==> src/rtl/memo_pkg.sv <==
package memo_pkg;
   localparam int unsigned OPND_W   = 32;
   localparam int unsigned DEF_OPS  = 2;
   localparam int unsigned DEF_ROWS = 16;
   localparam int unsigned DEF_LAT  = 4;
endpackage

==> src/rtl/memo_pattern_table.sv <==
module memo_pattern_table #(
   parameter int KEY_W = 64,
   parameter int ROWS  = 16,
   parameter int ROW_W = 4
) (
   input  logic             clk,
   input  logic             rst,
   input  logic             ld_en,
   input  logic [ROW_W-1:0] ld_row,
   input  logic [KEY_W-1:0] ld_key,
   input  logic [KEY_W-1:0] ld_mask,
   input  logic             ld_live,
   input  logic [KEY_W-1:0] srch_key,
   output logic             hit_o,
   output logic [ROW_W-1:0] row_o
);
   logic [KEY_W-1:0] key_q  [ROWS];
   logic [KEY_W-1:0] mask_q [ROWS];
   logic [ROWS-1:0]  live_q;
   logic [ROWS-1:0]  match_vec;
   logic [ROWS-1:0]  below_m;

   always_ff @(posedge clk) begin
      if (rst) begin
         live_q <= '0;
      end else if (ld_en) begin
         live_q[ld_row] <= ld_live;
      end
   end

   always_ff @(posedge clk) begin
      if (ld_en) begin
         key_q[ld_row]  <= ld_key;
         mask_q[ld_row] <= ld_mask;
      end
   end

   generate
      for (genvar r = 0; r < ROWS; r++) begin : g_cmp
         assign match_vec[r] = live_q[r] &&
                               (((srch_key ^ key_q[r]) & ~mask_q[r]) == '0);
      end
   endgenerate

   always_comb begin
      hit_o = 1'b0;
      row_o = '0;
      for (int i = ROWS - 1; i >= 0; i--) begin
         if (match_vec[i]) begin
            hit_o = 1'b1;
            row_o = ROW_W'(i);
         end
      end
   end

   always_comb begin
      below_m = (ROWS'(1) << row_o) - ROWS'(1);
   end


   prio_chk: assert property (@(posedge clk) disable iff (rst)
      hit_o |-> (match_vec[row_o] && ((match_vec & below_m) == '0)));


   live_row_chk: assert property (@(posedge clk) disable iff (rst)
      hit_o |-> live_q[row_o]);
endmodule

==> src/rtl/memo_result_table.sv <==
module memo_result_table #(
   parameter int RES_W = 32,
   parameter int ROWS  = 16,
   parameter int ROW_W = 4
) (
   input  logic             clk,
   input  logic             ld_en,
   input  logic [ROW_W-1:0] ld_row,
   input  logic [RES_W-1:0] ld_res,
   input  logic [ROW_W-1:0] rd_row,
   output logic [RES_W-1:0] rd_data
);
   logic [RES_W-1:0] res_q [ROWS];

   always_ff @(posedge clk) begin
      if (ld_en) begin
         res_q[ld_row] <= ld_res;
      end
   end

   assign rd_data = res_q[rd_row];
endmodule

==> src/rtl/memo_arith_stub.sv <==
module memo_arith_stub #(
   parameter int NUM_OPS = 2,
   parameter int OPW     = 32,
   parameter int LAT     = 4,
   localparam int KW     = NUM_OPS * OPW
) (
   input  logic           clk,
   input  logic [LAT-1:0] stage_en,
   input  logic [KW-1:0]  key_i,
   output logic [OPW-1:0] res_o
);
   logic [OPW-1:0] fold;
   logic [OPW-1:0] stg_q [LAT];

   generate
      if (NUM_OPS == 1) begin : g_one
         assign fold = key_i;
      end else begin : g_multi
         always_comb begin
            fold = '0;
            for (int k = 0; k < NUM_OPS; k++) begin
               fold = fold + key_i[k*OPW +: OPW];
            end
         end
      end
   endgenerate

   always_ff @(posedge clk) begin
      if (stage_en[0]) begin
         stg_q[0] <= fold;
      end
      for (int s = 1; s < LAT; s++) begin
         if (stage_en[s]) begin
            stg_q[s] <= stg_q[s-1];
         end
      end
   end

   assign res_o = stg_q[LAT-1];
endmodule

==> src/rtl/memo_lookup_unit.sv <==
module memo_lookup_unit
   import memo_pkg::*;
#(
   parameter int NUM_OPS = DEF_OPS,
   parameter int ROWS    = DEF_ROWS,
   parameter int LAT     = DEF_LAT,
   localparam int KEY_W  = NUM_OPS * OPND_W,
   localparam int RES_W  = OPND_W,
   localparam int ROW_W  = (ROWS > 1) ? $clog2(ROWS) : 1
) (
   input  logic             clk,
   input  logic             rst,
   input  logic             op_valid,
   input  logic [KEY_W-1:0] op_key,
   input  logic             ld_en,
   input  logic [ROW_W-1:0] ld_row,
   input  logic [KEY_W-1:0] ld_key,
   input  logic [KEY_W-1:0] ld_mask,
   input  logic             ld_live,
   input  logic [RES_W-1:0] ld_res,
   output logic             gate_o,
   output logic             res_valid,
   output logic             res_hit,
   output logic [RES_W-1:0] res_data
);
   localparam int CNT_W = $clog2(LAT + 2) + 1;

   generate
      if (LAT < 2) begin : g_bad_lat
         $error("memo_lookup_unit: LAT must be at least 2");
      end
      if (NUM_OPS < 1 || NUM_OPS > 3) begin : g_bad_ops
         $error("memo_lookup_unit: NUM_OPS must be 1, 2 or 3");
      end
      if (ROWS < 2 || (ROWS & (ROWS - 1)) != 0) begin : g_bad_rows
         $error("memo_lookup_unit: ROWS must be a power of two, at least 2");
      end
   endgenerate

   logic             srch_hit;
   logic [ROW_W-1:0] srch_row;
   logic [RES_W-1:0] tbl_res;
   logic [RES_W-1:0] arith_res;
   logic [LAT-1:0]   stage_en;
   logic [LAT-1:0]   vld_q;
   logic [LAT-1:0]   hit_q;
   logic [RES_W-1:0] memo_q [LAT];
   logic [CNT_W-1:0] fly_q;

   memo_pattern_table #(.KEY_W(KEY_W), .ROWS(ROWS), .ROW_W(ROW_W)) u_pat (
      .clk      (clk),
      .rst      (rst),
      .ld_en    (ld_en),
      .ld_row   (ld_row),
      .ld_key   (ld_key),
      .ld_mask  (ld_mask),
      .ld_live  (ld_live),
      .srch_key (op_key),
      .hit_o    (srch_hit),
      .row_o    (srch_row)
   );

   memo_result_table #(.RES_W(RES_W), .ROWS(ROWS), .ROW_W(ROW_W)) u_res (
      .clk     (clk),
      .ld_en   (ld_en),
      .ld_row  (ld_row),
      .ld_res  (ld_res),
      .rd_row  (srch_row),
      .rd_data (tbl_res)
   );

   assign stage_en[0] = op_valid;
   generate
      for (genvar s = 1; s < LAT; s++) begin : g_gate
         assign stage_en[s] = vld_q[s-1] & ~hit_q[s-1];
      end
   endgenerate

   memo_arith_stub #(.NUM_OPS(NUM_OPS), .OPW(OPND_W), .LAT(LAT)) u_alu (
      .clk      (clk),
      .stage_en (stage_en),
      .key_i    (op_key),
      .res_o    (arith_res)
   );

   always_ff @(posedge clk) begin
      if (rst) begin
         vld_q <= '0;
         hit_q <= '0;
      end else begin
         vld_q <= {vld_q[LAT-2:0], op_valid};
         hit_q <= {hit_q[LAT-2:0], op_valid & srch_hit};
      end
   end

   always_ff @(posedge clk) begin
      if (op_valid && srch_hit) begin
         memo_q[0] <= tbl_res;
      end
      for (int s = 1; s < LAT; s++) begin
         if (hit_q[s-1]) begin
            memo_q[s] <= memo_q[s-1];
         end
      end
   end

   always_ff @(posedge clk) begin
      if (rst) begin
         fly_q <= '0;
      end else begin
         fly_q <= fly_q + CNT_W'(op_valid) - CNT_W'(res_valid);
      end
   end

   assign gate_o    = hit_q[0];
   assign res_valid = vld_q[LAT-1];
   assign res_hit   = hit_q[LAT-1];
   assign res_data  = res_hit ? memo_q[LAT-1] : arith_res;


   gate_src_chk: assert property (@(posedge clk) disable iff (rst)
      gate_o |-> $past(op_valid));


   hit_valid_chk: assert property (@(posedge clk) disable iff (rst)
      res_hit |-> res_valid);


   inflight_chk: assert property (@(posedge clk) disable iff (rst)
      fly_q <= CNT_W'(LAT));


   out_src_chk: assert property (@(posedge clk) disable iff (rst)
      res_valid |-> (fly_q != '0));
endmodule

==> config.mk <==
export PLATFORM = sky130hd
export DESIGN_NAME = memo_lookup_unit
export DESIGN_NICKNAME = d
export VERILOG_FILES = /design/src/rtl/memo_pkg.sv /design/src/rtl/memo_pattern_table.sv /design/src/rtl/memo_result_table.sv /design/src/rtl/memo_arith_stub.sv /design/src/rtl/memo_lookup_unit.sv
export SDC_FILE = /design/constraint.sdc
export NUM_CORES = 2
export LEC_CHECK = 0
export ABC_AREA = 1
export BUFFER_PORTS_ARGS = -buffer_cell sky130_fd_sc_hd__buf_4
export CORE_MARGIN = 2
export CORE_UTILIZATION = 42
export CTS_BUF_LIST = sky130_fd_sc_hd__clkbuf_8 sky130_fd_sc_hd__clkbuf_16
export DETAILED_ROUTE_END_ITERATION = 10
export GPL_ROUTABILITY_DRIVEN = 0
export PLACE_DENSITY = 0.7
export SETUP_SLACK_MARGIN = 0.02
export SLEW_MARGIN = 25
export SYNTH_ARGS = -nofsm -noshare
export SYNTH_HDL_FRONTEND = slang
export SYNTH_SLANG_ARGS = --single-unit
export TNS_END_PERCENT = 20
==> constraint.sdc <==
create_clock -name clk -period 17 [get_ports clk]
set_input_delay 5.1 -clock clk [delete_from_list [all_inputs] [get_ports clk]]
set_output_delay 5.1 -clock clk [all_outputs]
set_load 0.005 [all_outputs]
# Word-level counts from Yosys, hierarchy flattened
# Memories as Yosys holds them, arrays and structs flattened.
# Cells that the tools add are included.
# word_totals
register_bits	24
output_inout_bits	35
ramBits	2816
input_bits	233
mem_count	5
# memory_table
name	words	width	read_ports	rd_ports_with_merged_regs	wr	line	text
u_pat.key_q	16	64	16	0	1	memo_pattern_table.sv:17	logic [KEY_W-1:0] key_q [ROWS];
u_pat.mask_q	16	64	16	0	1	memo_pattern_table.sv:18	logic [KEY_W-1:0] mask_q [ROWS];
u_res.res_q	16	32	1	0	1	memo_result_table.sv:13	logic [RES_W-1:0] res_q [ROWS];
memo_q	4	32	4	0	4	memo_lookup_unit.sv:47	logic [RES_W-1:0] memo_q [LAT];
u_alu.stg_q	4	32	4	0	4	memo_arith_stub.sv:13	logic [OPW-1:0] stg_q [LAT];
# classes
magnitude_cmp	2
bitwise	55
add_sub_neg	1
n_mux	54
reduce_logical	34
# ops
operator	n
AND 64 bit	16
logical NOT 64 bit	16
inverter 64 bit	16
bitwise XOR 64 bit	16
2-to-1 mux 4 bit	16
2-to-1 mux 1 bit	35
adder 32 bit	1
2-to-1 mux 32 bit	1
logical AND 1 bit	18
bitwise mux 16 bit	1
less-than comparator 4 x 5 -> 1 bit (second input constant)	1
AND 1 bit	4
demux 1 bit (select 4 bit)	1
>= comparator 4 x 1 -> 1 bit (second input constant)	1
inverter 1 bit	3

# Logic depth before layout (Yosys ltp)
# logic_depth
ltp_word	23
mapped_depth	34
depth_no_buf	31

# Hierarchy
# From an unflattened synthesis, not the netlist that was laid out.
# hier_totals
cells_unflattened	8269
area_unflattened_um2	112641.8
# modules_own_cells
mod	area_each_um2	cells_per_inst	n_inst
memo_pattern_table	79749.0	5298	1
memo_result_table	22089.9	2088	1
memo_arith_stub	6228.5	622	1
memo_lookup_unit	4574.4	261	1

# Least setup slack after synthesis
# No wires, ideal clock.
# synth_timing
kind	input port to flip-flop
start	input ld_row[0]
end	register u_pat.live_q[5]
t_arrival_ns	17.081
slack_ns	-0.209
path_stages	6
cell_sequence	inv_1 -> nor2_1 -> inv_1 -> nor3_1 -> mux2i_1 -> nor2_1
# synth_between
elab_chain_cells	5
word_cells_on_any_way	6
# synth_lines
element	line	text
start, declared	memo_lookup_unit.sv:16	input logic [ROW_W-1:0] ld_row,
less-than comparator 4 x 5 -> 1 bit (not written as such) / >= comparator 4 x 1 -> 1 bit (equally long branches)	memo_pattern_table.sv:27	live_q[ld_row] <= ld_live;
logical AND 1 bit (not written as such)	memo_pattern_table.sv:27	
2-to-1 mux 1 bit (not written as such)	memo_pattern_table.sv:27	
demux 1 bit (select 4 bit) (*)	-	
bitwise mux 16 bit (*)	memo_pattern_table.sv:27	
end signal, assigned by index	memo_pattern_table.sv:27	
end, declared	memo_pattern_table.sv:19	logic [ROWS-1:0] live_q;
# Every way passes the cells marked *; elsewhere a longest branch is shown, timed or not.
# A chain may end at the register's enable or synchronous reset.

==> key figures <==
Global routing
  • Total Routing Usage GR: 21.4%
  • Vias in the first global route: 59500
  • Initial antenna violation count: 55
  • Largest net degree at the start of global routing: 163
  • Grt ovf: 0
  • First-pass GRT wire length: 411000 um

CTS
  • CTS tree: yes
  • Sink Count: 2840
  • # resized after CTS: 0
  • CTS buffer count: 295
  • Hold-fix buffers, CTS: 0
  • Setup Buffers After CTS: 0
  • Worst-Skew Late Latency: 0.92 ns
  • CTS clock-pin slew for the worst setup and hold paths: 0.06 ns
  • Htree depth: 5
  • Root buffer cell: clkbuf_16
  • Clock buffer depth: 4

Critical path
  • CP startpoint kind: input port
  • Crit Path Class: input port to flip-flop
  • Reg2reg setup slack: 10.98 ns
  • Crit path DAT: 10.74 ns
  • Crit path max-delay cell type: clkinv_2
  • Critical path cell sequence: buf_4 -> xnor2_1 -> o22ai_1 -> a221oi_1 -> nand4_1 -> nor2_1 -> nand4_1 -> and2_1 -> nand2_1 -> nand3_1 -> a21oi_4 -> buf_4 -> clkinv_2 -> buf_4 -> nand2_1 -> nand3_1 -> nand3_1 -> nand2_1
  • Reg2reg start: u_pat.key_q[7][46]
  • Slowest stage delay, CP: 0.90 ns
  • CP Max Fanout: 72
  • R2R Path End: memo_q[0][24]
  • R2R depth: 17
  • Critical path origin: op_key[46]
  • Worst Path Required: 17.59 ns
  • CP Capture Type: flip-flop

Timing
  • Final Hold Vio Count: 0
  • Worst slew pin tran: 1.18 ns
  • Max Clock Skew: 0.116 ns
  • Period utilisation layout: 59.8%
  • Max-slew headroom: 21.1%
  • Unrepaired setup endpoints after global routing: no
  • Slew Viols, Final: 0
  • Minimum clock period: 10.16 ns
  • Final worst setup slack: 6.84 ns
  • Fmax: 98.4 MHz
  • Count of final setup violators: 0

Finish
  • Sequential cell area: 0.0850 sq mm
  • Multi-input combinational cell area: 0.0224 sq mm
  • Fin nets: 8088
  • Share of cells above drive strength 1: 9.87%
  • Post-route insts no fill: 11500
  • # fillers: 21600
  • Synthesis-to-finish area growth: 13.3%

Placed design
  • Post-DP HPWL: 174000 um
  • PortBufs: 267
  • Post-Place Worst Slack: 6.15 ns
  • Placed insts: 10900

Synth
  • Syn nets: 7728
  • Main flop type after synthesis: edfxtp_1
  • Post-Syn Instances: 7463
  • Top post-synthesis cells by area: edfxtp_1 (77%), xnor2_1 (5.7%), nand2_1 (5.0%), nand3_1 (2.3%), nor2_1 (1.8%)
  • Synth async-reset ratio: 0%
  • Seq/Total Area, Yosys: 77.5%
  • Cell area after synthesis: 0.110 sq mm
  • Number of synthesized flops with an enable pin: 2816
  • Avg Cell Area, Syn: 14.7 sq um
  • Yosys top cell by area: edfxtp_1
  • Yosys warnings: 0
  • Share of the synthesized area in the top cell type: 77.1%
  • Synth Register Bits: 2840
  • Netlist cell types: 55

Route
  • Uppermost routed layer: met5
  • Vias: 62600
  • Drt first pass iters: 6
  • Number of DRC violations after detailed routing: 0
  • Post-Route M1 WL: 109000 um
  • Via-to-Cell Ratio: 5.46
  • Routed WL: 290000 um
  • Post-DRT Antenna Nets: 0
  • Met3 wire length: 28500 um
  • Metal2 WL: 138000 um
  • Detailed-route wire length per cell: 25.3 um
  • Starting DRT DRC Count: 7828

Die
  • Initial Util: 42.2%
  • Core area: 0.260 sq mm
  • Die width: 515 um
  • DIE AREA: 0.265 sq mm
  • Io pins: 268
  • Row cnt: 187
  • DIE HEIGHT: 515 um

Min path
  • WHS Path Cells: 0
  • Hold_sp: u_alu.stg_q[0][22]
  • Hold Path End: u_alu.stg_q[1][22]
  • Type of the worst min-delay path: flip-flop to flip-flop

Power
  • Seq pwr share: 54.2%
  • Internal power: 11.5 mW
  • Clk network pwr share: 41.3%
  • Max VDD drop: 0.0973 mV
  • Leak: 42.1 nW
  • Psw: 3.11 mW
  • Combinational Power Share: 4.5%
  • Cell Pwr Density: 117 mW/mm^2
  • Switching share of power: 21.3%

Outcome
  • Status: completed

Run
  • Max cap viols: 0
metrics by stage:
step / power [mW] / hold slack [ns] / cell area (sq um) / TNS (ns) / utilization (%)
final: 14.6 / 0.390 / 124000 / 0 / 47.9
after detailed placement: 8.70 / 0.405 / 115000 / 0 / 44.3
after global placement: 8.68 / 0.402 / 115000 / 0 / 44.3
after floorplan: 8.40 / 0.400 / 110000 / -146.61 / -
after global routing: 15.0 / 0.394 / 124000 / 0 / 47.9
after CTS: 14.7 / 0.382 / 124000 / 0 / 47.8
routing by layer:
layer	track usage, %	up-vias
met4	10.4	50
met1	27.7	31100
met2	34.4	3174
li1	-	27700
met3	4.42	581
met5	0	-
flip-flops by register name, indices dropped and copies added, names as in the netlist:
name / count
u_pat.key_q: 1024
u_pat.mask_q: 1024
u_res.res_q: 512
memo_q: 128
u_alu.stg_q: 128
u_pat.live_q: 16
hit_q: 4
vld_q: 4
power by group through the flow:
stage / Combinational (mW) / Sequential, mW / Clock [mW]
2_1_floorplan: 0.333 / 8.06 / 0
3_3_place_gp: 0.638 / 8.04 / 0
3_5_place_dp: 0.653 / 8.05 / 0
4_1_cts: 0.657 / 7.90 / 6.10
5_1_grt: 0.703 / 7.91 / 6.36
6_report: 0.656 / 7.90 / 6.02
worst max-delay path: cells and delay by family:
| family | cells | cell delay [ns] |
|---|---|---|
| buffers and inverters | 4 | 2.42 |
| xor gates and xnor gates | 1 | 0.16 |
| and+or+nand+nor | 10 | 1.75 |
| AOI/OAI and AO/OA | 3 | 1.18 |
how the worst max path moves through the flow:
stage / end / cells past startpoint
final: memo_q[0][24] / 18
after global routing: memo_q[0][31] / 31
after CTS: memo_q[0][24] / 18
after detailed placement: memo_q[0][28] / 18
after global placement: memo_q[0][27] / 18
after floorplan: u_pat.key_q[4][0] / 3
cells in the mapped netlist, types with 5 or more instances:
cell type  number
a21oi_1       102
a221oi_1        9
and2_0         11
and2_1          5
and3_1          6
buf_1          22
buf_2         170
buf_4          49
buf_6          18
clkbuf_1       16
dfxtp_1        24
edfxtp_1     2816
ha_1           31
inv_1         235
mux2_2         32
nand2_1      1453
nand3_1       501
nand3b_1       41
nand4_1        28
nor2_1        530
nor3_1         24
nor4_1         52
o211ai_1       10
o21ai_0       170
o21ai_1         9
o221ai_1       17
o22ai_1       279
or2_2           7
or4_1          10
xnor2_1       719
xor2_1         22
layout by cell type (no fill, tap or decap), types with 6 or more instances in the layout:
cell type  instances
nand2_1         1453
inv_6              6
or2_2              7
and3_1             6
o21ai_1            9
bufinv_16         12
nor2_4            10
buf_12             6
diode_2           17
nand4_1           28
buf_4            325
nor2_1           518
nand3_1          501
o211ai_1          10
clkbuf_16        303
clkinv_2          36
o221ai_1          17
and2_0            11
xnor2_1          719
inv_1            302
nand3b_1          41
nor4_1            48
clkinv_1          72
or4_1             10
a21oi_1          102
o22ai_1          279
xor2_1            22
mux2_2            32
edfxtp_1        2816
dfxtp_1           20
nor3_1            16
a221oi_1           9
ha_1              31
o21ai_0          170
final cells by class:
cell class	count	share of cell area (%)
clock inverters	210	1.11
flip-flops and latches	2840	68.4
inverters	237	0.717
repair buffers	339	2.17
diodes	17	0.0342
clock buffers	305	6.12
well taps	3402	3.42
multi-input cells	4110	18.0
cells by family after synthesis:
logic type / synth area share (%)
DFF: 77.5
and+or+nand+nor: 10.3
xor gates and xnor gates: 5.92
AOI/OAI and AO/OA: 3.32
buffers and inverters: 2.24
muxes: 0.347
adders and majority gates: 0.372
No activity file was read; power rests on OpenSTA's default activity.
